### config.mk
export PLATFORM = sky130hd
export DESIGN_NAME = msg_port
export DESIGN_NICKNAME = d
export VERILOG_FILES = /design/src/rtl/msg_port_pkg.sv /design/src/rtl/port_ring.sv /design/src/rtl/port_ctrl.sv /design/src/rtl/msg_port.sv
export SDC_FILE = /design/constraint.sdc
export NUM_CORES = 1
export LEC_CHECK = 0
export ABC_AREA = 1
export BUFFER_PORTS_ARGS = -buffer_cell sky130_fd_sc_hd__buf_2
export CAP_MARGIN = 20
export CORE_UTILIZATION = 55
export CTS_BUF_LIST = sky130_fd_sc_hd__clkbuf_2 sky130_fd_sc_hd__clkbuf_4 sky130_fd_sc_hd__clkbuf_8
export CTS_CLUSTER_DIAMETER = 40
export DETAILED_ROUTE_END_ITERATION = 10
export PLACE_DENSITY_LB_ADDON = 0.15
export SLEW_MARGIN = 20
export SYNTH_ARGS = -nofsm -noshare
export SYNTH_HDL_FRONTEND = slang
export SYNTH_SLANG_ARGS = --single-unit
### constraint.sdc
create_clock -name clk_i -period 3.2 [get_ports clk_i]
set_input_delay 0.48 -clock clk_i [delete_from_list [all_inputs] [get_ports clk_i]]
set_output_delay 0.48 -clock clk_i [all_outputs]
set_load 0.05 [all_outputs]
### src/rtl/msg_port_pkg.sv
package msg_port_pkg;
  typedef enum logic [1:0] {
    OP_SEND  = 2'd0,
    OP_RECV  = 2'd1,
    OP_CSEND = 2'd2,
    OP_CRECV = 2'd3
  } op_e;

  typedef enum logic [1:0] {
    ST_OK      = 2'd0,
    ST_BLOCKED = 2'd1,
    ST_REFUSED = 2'd2
  } status_e;
endpackage

### src/rtl/port_ring.sv
module port_ring #(
  parameter int W     = 16,
  parameter int DEPTH = 4,
  localparam int PTR_W = (DEPTH > 1) ? $clog2(DEPTH) : 1,
  localparam int CNT_W = $clog2(DEPTH + 1)
) (
  input  logic             clk_i,
  input  logic             rst_ni,
  input  logic             push_i,
  input  logic             pop_i,
  input  logic [W-1:0]     wdata_i,
  output logic [W-1:0]     head_o,
  output logic [CNT_W-1:0] count_o,
  output logic             full_o,
  output logic             empty_o
);
  localparam logic [PTR_W-1:0] LAST = PTR_W'(DEPTH - 1);

  logic [W-1:0]     mem_q [DEPTH];
  logic [PTR_W-1:0] wr_q, rd_q;
  logic [CNT_W-1:0] cnt_q;

  assign full_o  = (cnt_q == CNT_W'(DEPTH));
  assign empty_o = (cnt_q == '0);
  assign count_o = cnt_q;
  assign head_o  = mem_q[rd_q];

  always_ff @(posedge clk_i or negedge rst_ni) begin
    if (!rst_ni) begin
      wr_q  <= '0;
      rd_q  <= '0;
      cnt_q <= '0;
    end else begin
      if (push_i) wr_q <= (wr_q == LAST) ? '0 : wr_q + 1'b1;
      if (pop_i)  rd_q <= (rd_q == LAST) ? '0 : rd_q + 1'b1;
      if (push_i && !pop_i)      cnt_q <= cnt_q + 1'b1;
      else if (pop_i && !push_i) cnt_q <= cnt_q - 1'b1;
    end
  end

  always_ff @(posedge clk_i) begin
    if (push_i) mem_q[wr_q] <= wdata_i;
  end

  // push into a full ring is legal only alongside a pop
  assert_no_overflow_R10: assert property (@(posedge clk_i) disable iff (!rst_ni)
    (push_i && full_o) |-> pop_i);
  assert_no_underflow_R3: assert property (@(posedge clk_i) disable iff (!rst_ni)
    pop_i |-> !empty_o);
  assert_count_step_R2: assert property (@(posedge clk_i) disable iff (!rst_ni)
    (push_i && !pop_i) |=> (count_o == $past(count_o) + 1'b1));
endmodule

### src/rtl/port_ctrl.sv
module port_ctrl
  import msg_port_pkg::*;
#(
  parameter int ID_W  = 6,
  parameter int MSG_W = 16,
  parameter int CNT_W = 3
) (
  input  logic                 clk_i,
  input  logic                 rst_ni,
  input  logic                 cmd_valid_i,
  input  logic [1:0]           cmd_op_i,
  input  logic [ID_W-1:0]      cmd_pid_i,
  input  logic [MSG_W-1:0]     cmd_msg_i,
  // shared array
  input  logic [MSG_W-1:0]     q_head_i,
  input  logic [CNT_W-1:0]     q_count_i,
  input  logic                 q_full_i,
  input  logic                 q_empty_i,
  output logic                 q_push_o,
  output logic                 q_pop_o,
  output logic [MSG_W-1:0]     q_wdata_o,
  // blocked-sender record
  input  logic [ID_W+MSG_W-1:0] sw_head_i,
  input  logic                 sw_full_i,
  input  logic                 sw_empty_i,
  output logic                 sw_push_o,
  output logic                 sw_pop_o,
  output logic [ID_W+MSG_W-1:0] sw_wdata_o,
  // results
  output logic                 rsp_valid_o,
  output logic [1:0]           rsp_status_o,
  output logic [MSG_W-1:0]     rsp_msg_o,
  output logic                 wake_valid_o,
  output logic [ID_W-1:0]      wake_pid_o,
  output logic [MSG_W-1:0]     wake_msg_o,
  output logic                 mode_o
);
  op_e             op;
  status_e         st_d;
  logic            mode_q, mode_d;
  logic            wake_d, enq_waiter;
  logic [ID_W-1:0] wpid_d;
  logic [MSG_W-1:0] wmsg_d, rmsg_d;
  logic [ID_W-1:0] sw_pid;
  logic [MSG_W-1:0] sw_msg;

  logic            rsp_valid_q, wake_valid_q;
  logic [1:0]      rsp_status_q;
  logic [MSG_W-1:0] rsp_msg_q, wake_msg_q;
  logic [ID_W-1:0] wake_pid_q;

  assign op = op_e'(cmd_op_i);
  assign {sw_pid, sw_msg} = sw_head_i;
  assign sw_wdata_o = {cmd_pid_i, cmd_msg_i};

  always_comb begin
    q_push_o   = 1'b0;
    q_pop_o    = 1'b0;
    q_wdata_o  = cmd_msg_i;
    sw_push_o  = 1'b0;
    sw_pop_o   = 1'b0;
    st_d       = ST_REFUSED;
    wake_d     = 1'b0;
    wpid_d     = '0;
    wmsg_d     = '0;
    rmsg_d     = '0;
    enq_waiter = 1'b0;
    if (cmd_valid_i) begin
      unique case (op)
        OP_SEND, OP_CSEND: begin
          if (mode_q) begin
            // hand the message straight to the oldest waiter
            q_pop_o = 1'b1;
            wake_d  = 1'b1;
            wpid_d  = q_head_i[ID_W-1:0];
            wmsg_d  = cmd_msg_i;
            st_d    = ST_OK;
          end else if (!q_full_i) begin
            q_push_o = 1'b1;
            st_d     = ST_OK;
          end else if (op == OP_SEND && !sw_full_i) begin
            sw_push_o = 1'b1;
            st_d      = ST_BLOCKED;
          end
        end
        OP_RECV, OP_CRECV: begin
          if (!mode_q && !q_empty_i) begin
            q_pop_o = 1'b1;
            rmsg_d  = q_head_i;
            st_d    = ST_OK;
            if (!sw_empty_i) begin
              // freed slot goes to the oldest blocked sender
              sw_pop_o  = 1'b1;
              q_push_o  = 1'b1;
              q_wdata_o = sw_msg;
              wake_d    = 1'b1;
              wpid_d    = sw_pid;
              wmsg_d    = sw_msg;
            end
          end else if (op == OP_RECV && !q_full_i) begin
            q_push_o   = 1'b1;
            q_wdata_o  = MSG_W'(cmd_pid_i);
            enq_waiter = 1'b1;
            st_d       = ST_BLOCKED;
          end
        end
        default: st_d = ST_REFUSED;
      endcase
    end
  end

  always_comb begin
    mode_d = mode_q;
    if (enq_waiter) mode_d = 1'b1;
    else if (mode_q && q_pop_o && q_count_i == CNT_W'(1)) mode_d = 1'b0;
  end

  always_ff @(posedge clk_i or negedge rst_ni) begin
    if (!rst_ni) begin
      mode_q       <= 1'b0;
      rsp_valid_q  <= 1'b0;
      rsp_status_q <= ST_OK;
      rsp_msg_q    <= '0;
      wake_valid_q <= 1'b0;
      wake_pid_q   <= '0;
      wake_msg_q   <= '0;
    end else begin
      mode_q       <= mode_d;
      rsp_valid_q  <= cmd_valid_i;
      rsp_status_q <= cmd_valid_i ? st_d : ST_OK;
      rsp_msg_q    <= rmsg_d;
      wake_valid_q <= wake_d;
      wake_pid_q   <= wpid_d;
      wake_msg_q   <= wmsg_d;
    end
  end

  assign rsp_valid_o  = rsp_valid_q;
  assign rsp_status_o = rsp_status_q;
  assign rsp_msg_o    = rsp_msg_q;
  assign wake_valid_o = wake_valid_q;
  assign wake_pid_o   = wake_pid_q;
  assign wake_msg_o   = wake_msg_q;
  assign mode_o       = mode_q;

  // waiter mode is only meaningful with waiters present
  assert_waiters_present_R4: assert property (@(posedge clk_i) disable iff (!rst_ni)
    mode_q |-> !q_empty_i);
  assert_sender_wait_only_full_R11: assert property (@(posedge clk_i) disable iff (!rst_ni)
    !sw_empty_i |-> (!mode_q && q_full_i));
  assert_cond_never_blocks_R8: assert property (@(posedge clk_i) disable iff (!rst_ni)
    (cmd_valid_i && cmd_op_i[1]) |=> (rsp_status_o != ST_BLOCKED));
  assert_wake_from_cmd_R5: assert property (@(posedge clk_i) disable iff (!rst_ni)
    wake_valid_o |-> rsp_valid_o);
  assert_idle_quiet_R12: assert property (@(posedge clk_i) disable iff (!rst_ni)
    !cmd_valid_i |=> (!rsp_valid_o && !wake_valid_o && $stable(mode_o)));
endmodule

### src/rtl/msg_port.sv
module msg_port
  import msg_port_pkg::*;
#(
  parameter int DEPTH    = 4,
  parameter int SW_DEPTH = 2,
  parameter int ID_W     = 6,
  parameter int MSG_W    = 16,
  localparam int CNT_W   = $clog2(DEPTH + 1),
  localparam int SWC_W   = $clog2(SW_DEPTH + 1)
) (
  input  logic             clk_i,
  input  logic             rst_ni,
  input  logic             cmd_valid_i,
  input  logic [1:0]       cmd_op_i,
  input  logic [ID_W-1:0]  cmd_pid_i,
  input  logic [MSG_W-1:0] cmd_msg_i,
  output logic             rsp_valid_o,
  output logic [1:0]       rsp_status_o,
  output logic [MSG_W-1:0] rsp_msg_o,
  output logic             wake_valid_o,
  output logic [ID_W-1:0]  wake_pid_o,
  output logic [MSG_W-1:0] wake_msg_o,
  output logic             mode_o,
  output logic [CNT_W-1:0] count_o
);
  logic                  q_push, q_pop, q_full, q_empty;
  logic [MSG_W-1:0]      q_wdata, q_head;
  logic                  sw_push, sw_pop, sw_full, sw_empty;
  logic [ID_W+MSG_W-1:0] sw_wdata, sw_head;
  logic [SWC_W-1:0]      sw_count;

  port_ring #(.W(MSG_W), .DEPTH(DEPTH)) u_slots (
    .clk_i, .rst_ni,
    .push_i(q_push), .pop_i(q_pop), .wdata_i(q_wdata),
    .head_o(q_head), .count_o(count_o), .full_o(q_full), .empty_o(q_empty)
  );

  port_ring #(.W(ID_W + MSG_W), .DEPTH(SW_DEPTH)) u_sender_wait (
    .clk_i, .rst_ni,
    .push_i(sw_push), .pop_i(sw_pop), .wdata_i(sw_wdata),
    .head_o(sw_head), .count_o(sw_count), .full_o(sw_full), .empty_o(sw_empty)
  );

  port_ctrl #(.ID_W(ID_W), .MSG_W(MSG_W), .CNT_W(CNT_W)) u_ctrl (
    .clk_i, .rst_ni,
    .cmd_valid_i, .cmd_op_i, .cmd_pid_i, .cmd_msg_i,
    .q_head_i(q_head), .q_count_i(count_o), .q_full_i(q_full), .q_empty_i(q_empty),
    .q_push_o(q_push), .q_pop_o(q_pop), .q_wdata_o(q_wdata),
    .sw_head_i(sw_head), .sw_full_i(sw_full), .sw_empty_i(sw_empty),
    .sw_push_o(sw_push), .sw_pop_o(sw_pop), .sw_wdata_o(sw_wdata),
    .rsp_valid_o, .rsp_status_o, .rsp_msg_o,
    .wake_valid_o, .wake_pid_o, .wake_msg_o, .mode_o
  );

  initial begin
    assert_id_fits_msg_R5: assert (ID_W <= MSG_W);
  end

  assert_sw_bounded_R10: assert property (@(posedge clk_i) disable iff (!rst_ni)
    sw_count <= SWC_W'(SW_DEPTH));
endmodule

# Word level (Yosys, flattened, before mapping)
# Memory sizes are Yosys's and may differ from the RTL's.
# Index checks and enable logic that the tools add are counted.
[op_classes]
reduce_logical = 25
muxes = 63
eq_ne = 8
add_sub_neg = 8
[op_table]
columns = ["operator", "n"]
rows = [
  ["16-bit 2-to-1 mux", 12],
  ["16-bit one-hot mux with 2 select lines", 1],
  ["1-bit 2-to-1 mux", 29],
  ["6-bit 2-to-1 mux", 4],
  ["2-bit 2-to-1 mux", 10],
  ["6-bit one-hot mux with 2 select lines", 1],
  ["2-bit == test, second input constant", 5],
  ["1-bit logical AND", 9],
  ["1-bit logical NOT", 8],
  ["2-bit by 1-bit adder with 2-bit output, second input constant", 3],
  ["3-bit 2-to-1 mux", 2],
  ["1-bit one-hot mux with 2 select lines", 3],
  ["2-bit nonzero test", 3],
  ["2-bit logical NOT", 2],
  ["2-bit one-hot mux with 2 select lines", 1],
  ["2-bit OR reduction", 2],
  ["3-bit by 1-bit adder with 3-bit output, second input constant", 1],
  ["3-bit by 1-bit == test with 1-bit output, second input constant", 1],
  ["3-bit == test, second input constant", 1],
  ["3-bit logical NOT", 1],
  ["3-bit by 1-bit subtractor with 3-bit output, second input constant", 1],
  ["1-bit adder, second input constant", 2],
  ["2-bit by 1-bit == test with 1-bit output, second input constant", 1],
  ["2-bit by 1-bit subtractor with 2-bit output, second input constant", 1],
]
[totals]
memories = 2
register_bits = 54
ramBits = 108
wordCells = 119
[memory_table]
columns = ["name", "words", "width", "read_ports", "rd_ports_with_merged_regs", "write_ports", "line_no", "source"]
rows = [
  ["u_slots.mem_q", 4, 16, 1, 0, 1, "port_ring.sv:19", "logic [W-1:0] mem_q [DEPTH];"],
  ["u_sender_wait.mem_q", 2, 22, 1, 0, 1, "port_ring.sv:19", ""],
]

# Depth between registers and ports, before layout
# Gate-level depths: netlist of the first run.
[logic_depth]
ltp_word = 12
ltp_mapped = 16
ltp_nobuf = 15

# Hierarchy
# Synthesis of the first run repeated with hierarchy kept, for this count alone.
[unflattened]
hier_cells = 604
hier_area_um2 = 7011.7
[modules_own_cells]
columns = ["module", "instances", "cells_per_inst", "seq_area_each_um2", "area_each_um2"]
rows = [
  ["port_ring (u_slots)", 1, 239, 2097.0, 2987.9],
  ["port_ctrl", 1, 272, 1076.0, 2225.9],
  ["port_ring (u_sender_wait)", 1, 93, 1421.4, 1798.0],
]

# Worst setup path after synthesis of the first run
# OpenSTA, ideal clock, no wires.
[synth_timing]
path_type = "register to register"
start = "register u_slots.cnt_q[0] (netlist: u_slots.count_o[0])"
end = "memory u_slots.mem_q[0][0] (enable)"
setup_ns = 0.389
arrival_time_ns = 2.376
path_buffers = 1
stages_incl_launch_ff = 11
slack_ns = 0.436
period_less_slack_ns = 2.764
cell_sequence = "dfrtp_1 inv_1 ha_1 nand2_2 nand2_2 buf_6 nand2_1 nand2_1 nand2_1 nand2_2 nor2_1"
[synth_via]
elab_chain_len = 9
word_cells_on_any_way = 14
[synth_lines]
columns = ["element", "line_no", "source"]
rows = [
  ["start: declaration", "port_ring.sv:21", "logic [CNT_W-1:0] cnt_q;"],
  ["start signal: assignment", "port_ring.sv:36", "if (push_i && !pop_i) cnt_q <= cnt_q + 1'b1;"],
  ["start signal: assignment", "port_ring.sv:37", "else if (pop_i && !push_i) cnt_q <= cnt_q - 1'b1;"],
  ["3-bit == test", "port_ring.sv:23", "assign full_o = (cnt_q == CNT_W'(DEPTH));"],
  ["1-bit logical NOT", "port_ctrl.sv:100", "end else if (op == OP_RECV && !q_full_i) begin"],
  ["1-bit logical AND", "port_ctrl.sv:100", ""],
  ["1-bit 2-to-1 mux", "port_ctrl.sv:100", ""],
  ["1-bit 2-to-1 mux", "port_ctrl.sv:87", "if (!mode_q && !q_empty_i) begin"],
  ["1-bit one-hot mux with 2 select lines *", "port_ctrl.sv:69", "unique case (op)"],
  ["1-bit 2-to-1 mux *", "port_ctrl.sv:68", "if (cmd_valid_i) begin"],
  ["1-bit 2-to-1 mux *", "port_ring.sv:42", "if (push_i) mem_q[wr_q] <= wdata_i;"],
  ["1-bit 2-to-1 mux (not written as such) *", "port_ring.sv:42", ""],
  ["end: declaration", "port_ring.sv:19", ""],
]
# Every way passes the cells marked *; elsewhere a longest branch is shown, timed or not.

# Worst setup path in the final report of the first run
[layout_timing]
start = "register u_slots.cnt_q[0] (netlist: u_slots.count_o[0])"
end = "register u_slots.cnt_q[2] (netlist: u_slots.count_o[2])"
[layout_via]
elab_chain_len = 10
word_cells_on_any_way = 24
[layout_lines]
columns = ["element", "line_no", "source"]
rows = [
  ["3-bit == test", "port_ring.sv:23", ""],
  ["1-bit logical NOT", "port_ctrl.sv:100", ""],
  ["1-bit logical AND", "port_ctrl.sv:100", ""],
  ["1-bit 2-to-1 mux", "port_ctrl.sv:100", ""],
  ["1-bit 2-to-1 mux", "port_ctrl.sv:87", ""],
  ["1-bit one-hot mux with 2 select lines *", "port_ctrl.sv:69", ""],
  ["1-bit 2-to-1 mux *", "port_ctrl.sv:68", ""],
  ["named net q_push", "msg_port.sv:26", "logic q_push, q_pop, q_full, q_empty;"],
  ["1-bit logical NOT", "port_ring.sv:37", ""],
  ["1-bit logical AND", "port_ring.sv:37", ""],
  ["2-bit nonzero test (no source line)", "n/a", ""],
]
# Mark *: on every way through the listed nets, which the timed path passes. The rest lies on a longest branch. The select of a mux whose other input is x is not followed.
# A chain may end at the register's enable or synchronous reset.

==> results of run 1 <==
-- cell usage after synthesis (all sizes together) --
library cell | count | area [um^2]
nand2 | 188 | 721
edfxtp | 108 | 3240
dfrtp | 54 | 1350
inv | 36 | 135
nand3 | 36 | 185
nor2 | 30 | 120
a21oi | 23 | 126
o21ai | 17 | 85.1
buf | 14 | 80.1
ha | 11 | 138
a211oi | 9 | 67.6
clkbuf | 7 | 26.3
nand4 | 7 | 50.1
mux2i | 6 | 60.1
o22ai | 6 | 37.5
xnor2 | 3 | 26.3
xor2 | 3 | 26.3
clkinv | 2 | 8.75
-- cells in the final DEF (no fill, tap or decap), types with 2 or more instances in the layout --
master	instances
xor2_1	3
ha_1	11
bufinv_16	2
dfrtp_1	54
o22ai_1	6
buf_4	11
nor2_1	28
nand3_1	35
a211oi_1	9
nand2_2	3
nand4_1	6
o21ai_0	10
clkbuf_8	19
inv_2	3
o21ai_1	7
nand2_1	184
buf_2	72
clkinv_2	7
clkinv_1	3
xnor2_1	3
inv_1	33
mux2i_1	6
edfxtp_1	108
a21oi_1	22
-- sequential cells by signal, summed over array words and instances, names as in the netlist, 2 cells and up --
name / cells
u_ctrl.rsp_msg_o: 16
u_ctrl.rsp_status_o: 2
u_ctrl.wake_msg_o: 16
u_ctrl.wake_pid_o: 6
u_sender_wait.count_o: 2
u_sender_wait.mem_q: 44
u_slots.count_o: 3
u_slots.mem_q: 64
u_slots.rd_q: 2
u_slots.wr_q: 2
-- stage by stage --
| step | instances | hold WS (ns) |
|---|---|---|
| after global placement | 765 | 0.488 |
| after global routing | 797 | 0.157 |
| after floorplan | 560 | 0.184 |
| after detailed placement | 765 | 0.498 |
| final | 797 | 0.0972 |
| after CTS | 797 | 0.127 |
-- how the worst max path moves through the flow --
stage / endpoint / from / depth (start not counted)
global placement: u_slots.count_o[2] / u_slots.count_o[0] / 14
global route: u_slots.count_o[2] / u_slots.count_o[0] / 14
finish: u_slots.count_o[2] / u_slots.count_o[0] / 14
floorplan: u_slots.mem_q[0][0] / u_slots.count_o[0] / 10
detailed placement: u_slots.count_o[2] / u_slots.count_o[0] / 14
CTS: u_slots.count_o[2] / u_slots.count_o[0] / 14
-- cell type report --
class                      instances  area, um^2  area share (%)
inverter                          38         144            1.95
timing repair buffer              83         443            5.99
clock inverter                    12         114            1.54
multi-input combinational        339        1650            22.3
tap                              143         179            2.42
sequential                       162        4590            62.2
clock buffer                      20         269            3.64
-- power breakdown --
group / leakage (uW) / switching, uW / internal [uW] / total (uW)
logic: 0.00147 / 1460 / 493 / 1950
clock network: 0.000200 / 684 / 729 / 1410
registers: 0.00169 / 129 / 2550 / 2680
total: 0.00337 / 2270 / 3770 / 6040
-- critical path, cell delays in order (launching register included) --
cell and delay, ns:
dfrtp_1 0.45, inv_1 0.11, ha_1 0.18, nand2_2 0.09, nand2_2 0.23, nand2_1 0.08
nand2_1 0.11, nand2_1 0.10, nand2_2 0.15, inv_1 0.06, ha_1 0.34, nor2_1 0.11
o21ai_0 0.11, xor2_1 0.14, inv_1 0.05
-- metal layers --
layer / track usage, % / vias up
li1: - / 2039
met1: 29.0 / 2031
met2: 36.6 / 136
met3: 6.48 / 13
met4: 7.82 / 0
met5: 0 / -
-- kinds of logic after synthesis --
logic type      Yosys count  share of synthesized area, %
simple gates            261                          16.6
xor+xnor                  6                         0.810
flops                   162                          70.8
mux                       6                         0.926
buf+inv                  59                          3.86
fa+ha+maj                11                          2.12
compound gates           55                          4.88
==> results.py, run 1 <==
metrics = {
    "run_status": {
        "outcome": "finished, final reports clean",
    },
    "placement": {
        "hpwl_um": 8470,
        "placed_area_um2": 7010,
        "numPortBuffers": 72,
        "gp_congestion": 0.878,
        "place_ws_ns": 0.800,
    },
    "power_and_ir_drop": {
        "leakage_uw": 0.00337,
        "peakVddDrop_v": 0.000598,
        "p_per_area_nw_per_um2": 818,
        "total_power_uw": 6040,
    },
    "route": {
        "highest_layer": "met4",
        "vias": 4219,
        "wl_um": 12800,
        "drtPass1Iterations": 7,
        "wire_per_inst_um": 16.1,
        "drtIter0Drc": 246,
        "ant_nets": 0,
        "drcViolationCount": 0,
        "wl_met3_um": 802,
        "viasPerCell": 5.29,
        "wirelength_met1_um": 5530,
        "wl_met2_um": 6370,
    },
    "die": {
        "fp.dieW_um": 111,
        "io_pins": 73,
        "dieArea_um2": 12200,
        "num_rows": 39,
        "coreArea_um2": 11500,
        "start_util_pct": 56.6,
        "die_height_um": 111,
    },
    "clock_network": {
        "post-cts-setup-buffers": 0,
        "holdBufCountCts": 0,
        "htreeDepth": 4,
        "clk_pin_slew_ns": 0.08,
        "cts_root_buf": "clkbuf_8",
        "cts_tree": "yes",
        "clock-sinks": 162,
        "clk_latency_ns": 0.45,
        "cts_buffers": 17,
        "cts.repair.resized": 0,
        "cts_max_path_buffers": 2,
    },
    "yosys": {
        "avgSynthCellArea_um2": 11.6,
        "netlist_area_um2": 6490,
        "synth_warnings": 0,
        "synth_fp_nets": 598,
        "ys_ff_latch": 162,
        "seq_area_frac_synth_pct": 70.8,
        "synthCells": 560,
        "synth_cell_type_count": 30,
    },
    "critical_path": {
        "r2r-start": "u_slots.count_o[0]",
        "critPathKind": "register to register",
        "cp.required_ns": 3.54,
        "start_kind": "register",
        "ff2ff_path_depth": 14,
        "cp_max_fo": 12,
        "r2r_end": "u_slots.count_o[2]",
        "rrSetupSlack_ns": 0.77,
        "crit_arrival_ns": 2.77,
        "worstSetupEndpointType": "register",
    },
    "sta": {
        "setup_violations": 0,
        "finClkSkew_ns": 0.00767,
        "timing.slew.headroom_pct": 31.3,
        "fin_crit_sh_pct": 76.0,
        "worstMarginPinSlew_ns": 1.03,
        "fmax_mhz": 411,
        "fin_setup_tns_ns": 0,
        "rsz0062_at_grt": "no",
        "period_minus_slack_ns": 2.43,
        "hold_viol_final": 0,
        "finalWorstSetupSlack_ns": 0.769,
        "maxSlewViolCount": 0,
    },
    "global_routing": {
        "grt_max_degree": 35,
        "grt_pass1_wl_um": 20700,
        "grt.total_usage_pct": 22.5,
        "grt_overflow": 0,
        "antenna_found_initial": 0,
        "grt_pass1_vias": 4176,
    },
    "finish": {
        "antenna_cells": 0,
        "finalInstanceArea_um2": 7390,
        "fin_util_pct": 64.4,
        "syn2layout_area_growth_pct": 13.9,
        "fillers": 879,
        "num-nets-final": 679,
        "drive_above_1_share_pct": 19.3,
    },
    "job": {
        "drv_cap": 0,
    },
    "min_path": {
        "min_path_type": "primary input to asynchronous set/reset pin",
    },
}
(Power assumes the default switching activity.)
==> run 2: changes to the inputs <==
CORE_UTILIZATION = 54   (was 55)
clock period = 2 ns   (was 3.2 ns; I/O delays follow)
==> results.py, run 2 (same netlist as run 1, synthesis figures left out) <==
metrics = {
    "critical_path": {
        "r2r-start": "u_slots.count_o[0]",
        "start_kind": "register",
        "rrSetupSlack_ns": 0.09,
        "ff2ff_path_depth": 14,
        "cpPeakStageDelay_ns": 0.44,
        "path_buf_inv": 3,
        "crit_slowest_cell": "dfrtp_2",
        "crit_top_cell": "nand2_2",
        "cp_max_fo": 6,
        "crit_path_cell_trace": "inv_2, ha_4, nand2_4, nand2_8, nand2_2, nand2_2, nand2_2, nand2_4, inv_2, ha_4, nor2_1, o21ai_1, xor2_1, inv_1",
        "cp.required_ns": 2.35,
        "crit_arrival_ns": 2.26,
        "critPathTopFamily": "simple AND/OR/NAND/NOR gates",
        "critPathKind": "register to register",
        "r2r_end": "u_slots.count_o[2]",
        "worstSetupEndpointType": "register",
    },
    "die": {
        "io_pins": 73,
        "dieArea_um2": 12500,
        "coreArea_um2": 11600,
        "fp.dieW_um": 112,
        "die_height_um": 112,
        "num_rows": 39,
        "start_util_pct": 56.1,
    },
    "finish": {
        "syn2layout_area_growth_pct": 19.3,
        "fin_util_pct": 66.9,
        "largestRegisters": "u_slots.mem_q x64, u_sender_wait.mem_q x44",
        "fin_cells": 815,
        "drive_above_1_share_pct": 24.0,
        "layout_commonest_cell": "nand2_1",
        "largest_reg_flops": 64,
        "final_cell_mix": "nand2_1 (181), edfxtp_1 (108), buf_2 (72)",
        "finalInstanceArea_um2": 7740,
        "fillers": 835,
        "top_register": "u_slots.mem_q",
        "antenna_cells": 0,
        "num-nets-final": 697,
    },
    "run_status": {
        "outcome": "finished with violations",
        "failed_checks": "DRC",
    },
    "global_routing": {
        "grtUsageMet1_pct": 28.7,
        "grt_pass1_vias": 4172,
        "grt_pass1_wl_um": 20500,
        "grt.total_usage_pct": 22.3,
        "grt_busiest_layer": "met2",
        "grt_util_met3_pct": 5.28,
        "grt_max_degree": 35,
        "antenna_found_initial": 0,
        "grtUsageMet2_pct": 36.4,
        "grt_overflow": 0,
    },
    "route": {
        "wire_per_inst_um": 15.4,
        "vias": 4294,
        "wl_um": 12600,
        "drcViolationCount": 3,
        "viasPerCell": 5.27,
        "drtPass1Iterations": 8,
        "drtIter0Drc": 277,
        "ant_nets": 0,
    },
    "power_and_ir_drop": {
        "p_clk_share_pct": 23.6,
        "leakage_uw": 0.00348,
        "intPower_uw": 6410,
        "pwr-share-comb_pct": 34.2,
        "peakVddDrop_v": 0.00102,
        "p_per_area_nw_per_um2": 1310,
        "sw_frac_of_total_pct": 37.0,
        "p_switching_uw": 3760,
        "p_seq_share_pct": 42.3,
    },
    "sta": {
        "worstMarginPinSlew_ns": 0.448,
        "hold_viol_final": 0,
        "hold_ws_ns": 0.0698,
        "finalWorstSetupSlack_ns": 0.0888,
        "timing.slew.headroom_pct": 70.1,
        "fmax_mhz": 523,
        "setup_violations": 0,
        "period_minus_slack_ns": 1.91,
        "maxSlewViolCount": 0,
        "rsz0062_at_grt": "yes",
        "fin_crit_sh_pct": 95.6,
        "finClkSkew_ns": 0.00976,
    },
    "placement": {
        "placed_cells": 779,
        "hpwl_um": 8820,
        "placed_area_um2": 7270,
        "gp_congestion": 0.837,
        "place_ws_ns": 0.0665,
        "numPortBuffers": 72,
    },
    "clock_network": {
        "cts_root_buf": "clkbuf_8",
        "htreeDepth": 4,
        "clk_pin_slew_ns": 0.08,
        "cts_tree": "yes",
        "cts_max_path_buffers": 2,
        "clock-sinks": 162,
        "cts_buffers": 17,
        "clk_latency_ns": 0.45,
    },
    "min_path": {
        "min_from": "cmd_pid_i[3]",
        "min_path_cells": 1,
        "min_path_type": "primary input to register",
        "hold_path_end": "u_sender_wait.mem_q[1][19]",
    },
    "job": {
        "drv_cap": 0,
    },
}
[run 2: metrics by stage]
step / total power (uW) / setup TNS, ns
after floorplan: 6820 / -10.12
after global placement: 7700 / 0
after detailed placement: 7780 / 0
after CTS: 10200 / 0
after global routing: 10700 / -0.121
final: 10200 / 0
[run 2: repair_timing]
item,CTS,global route
setup buffers,0,3
hold buffers,1,0
resized for setup,0,4
endpoints found under the hold margin,18,0
endpoints found under the setup margin,0,66
[run 2: power by group through the flow]
stage               combinational [uW]  clock, uW  sequential (uW)
floorplan                         1860          0             4960
global placement                  3340          0             4360
detailed placement                3400          0             4380
CTS                               3420       2440             4310
global route                      3810       2580             4350
finish                            3480       2400             4300
[run 2: worst max-delay path by stage]
stage / startpoint / to / slack [ns] / cells past startpoint
2_1_floorplan: u_slots.count_o[1] / u_sender_wait.mem_q[1][0] / -0.17 / 6
3_3_place_gp: u_slots.count_o[1] / u_slots.count_o[2] / 0.14 / 14
3_5_place_dp: u_slots.count_o[1] / u_slots.count_o[2] / 0.07 / 14
4_1_cts: u_slots.count_o[0] / u_slots.count_o[2] / 0.06 / 14
5_1_grt: u_slots.count_o[0] / u_slots.count_o[2] / -0.03 / 15
6_report: u_slots.count_o[0] / u_slots.count_o[2] / 0.09 / 14
[run 2: routing by layer]
metal / routed length [um] / vias up
li1: - / 2089
met1: 5540 / 2046
met2: 6130 / 137
met3: 653 / 22
met4: 264 / 0
met5: 0 / -
[run 2: worst register-to-register path: cells and delay by family (launching register included)]
kind            cells  cell delay [ns]
compound gates      1             0.08
xor+xnor            1             0.16
fa+ha+maj           2             0.42
buf+inv             3             0.18
flops               1             0.44
simple gates        7             0.53
[run 2: final cells by class]
| type | count | area, um^2 | share of cell area, % |
|---|---|---|---|
| Clock buffer | 21 | 277 | 3.57 |
| Clock inverter | 11 | 136 | 1.76 |
| Inverter | 38 | 144 | 1.86 |
| Multi-Input combinational cell | 339 | 1750 | 22.6 |
| Sequential cell | 162 | 4600 | 59.4 |
| Tap cell | 143 | 179 | 2.31 |
| Timing Repair Buffer | 101 | 656 | 8.47 |
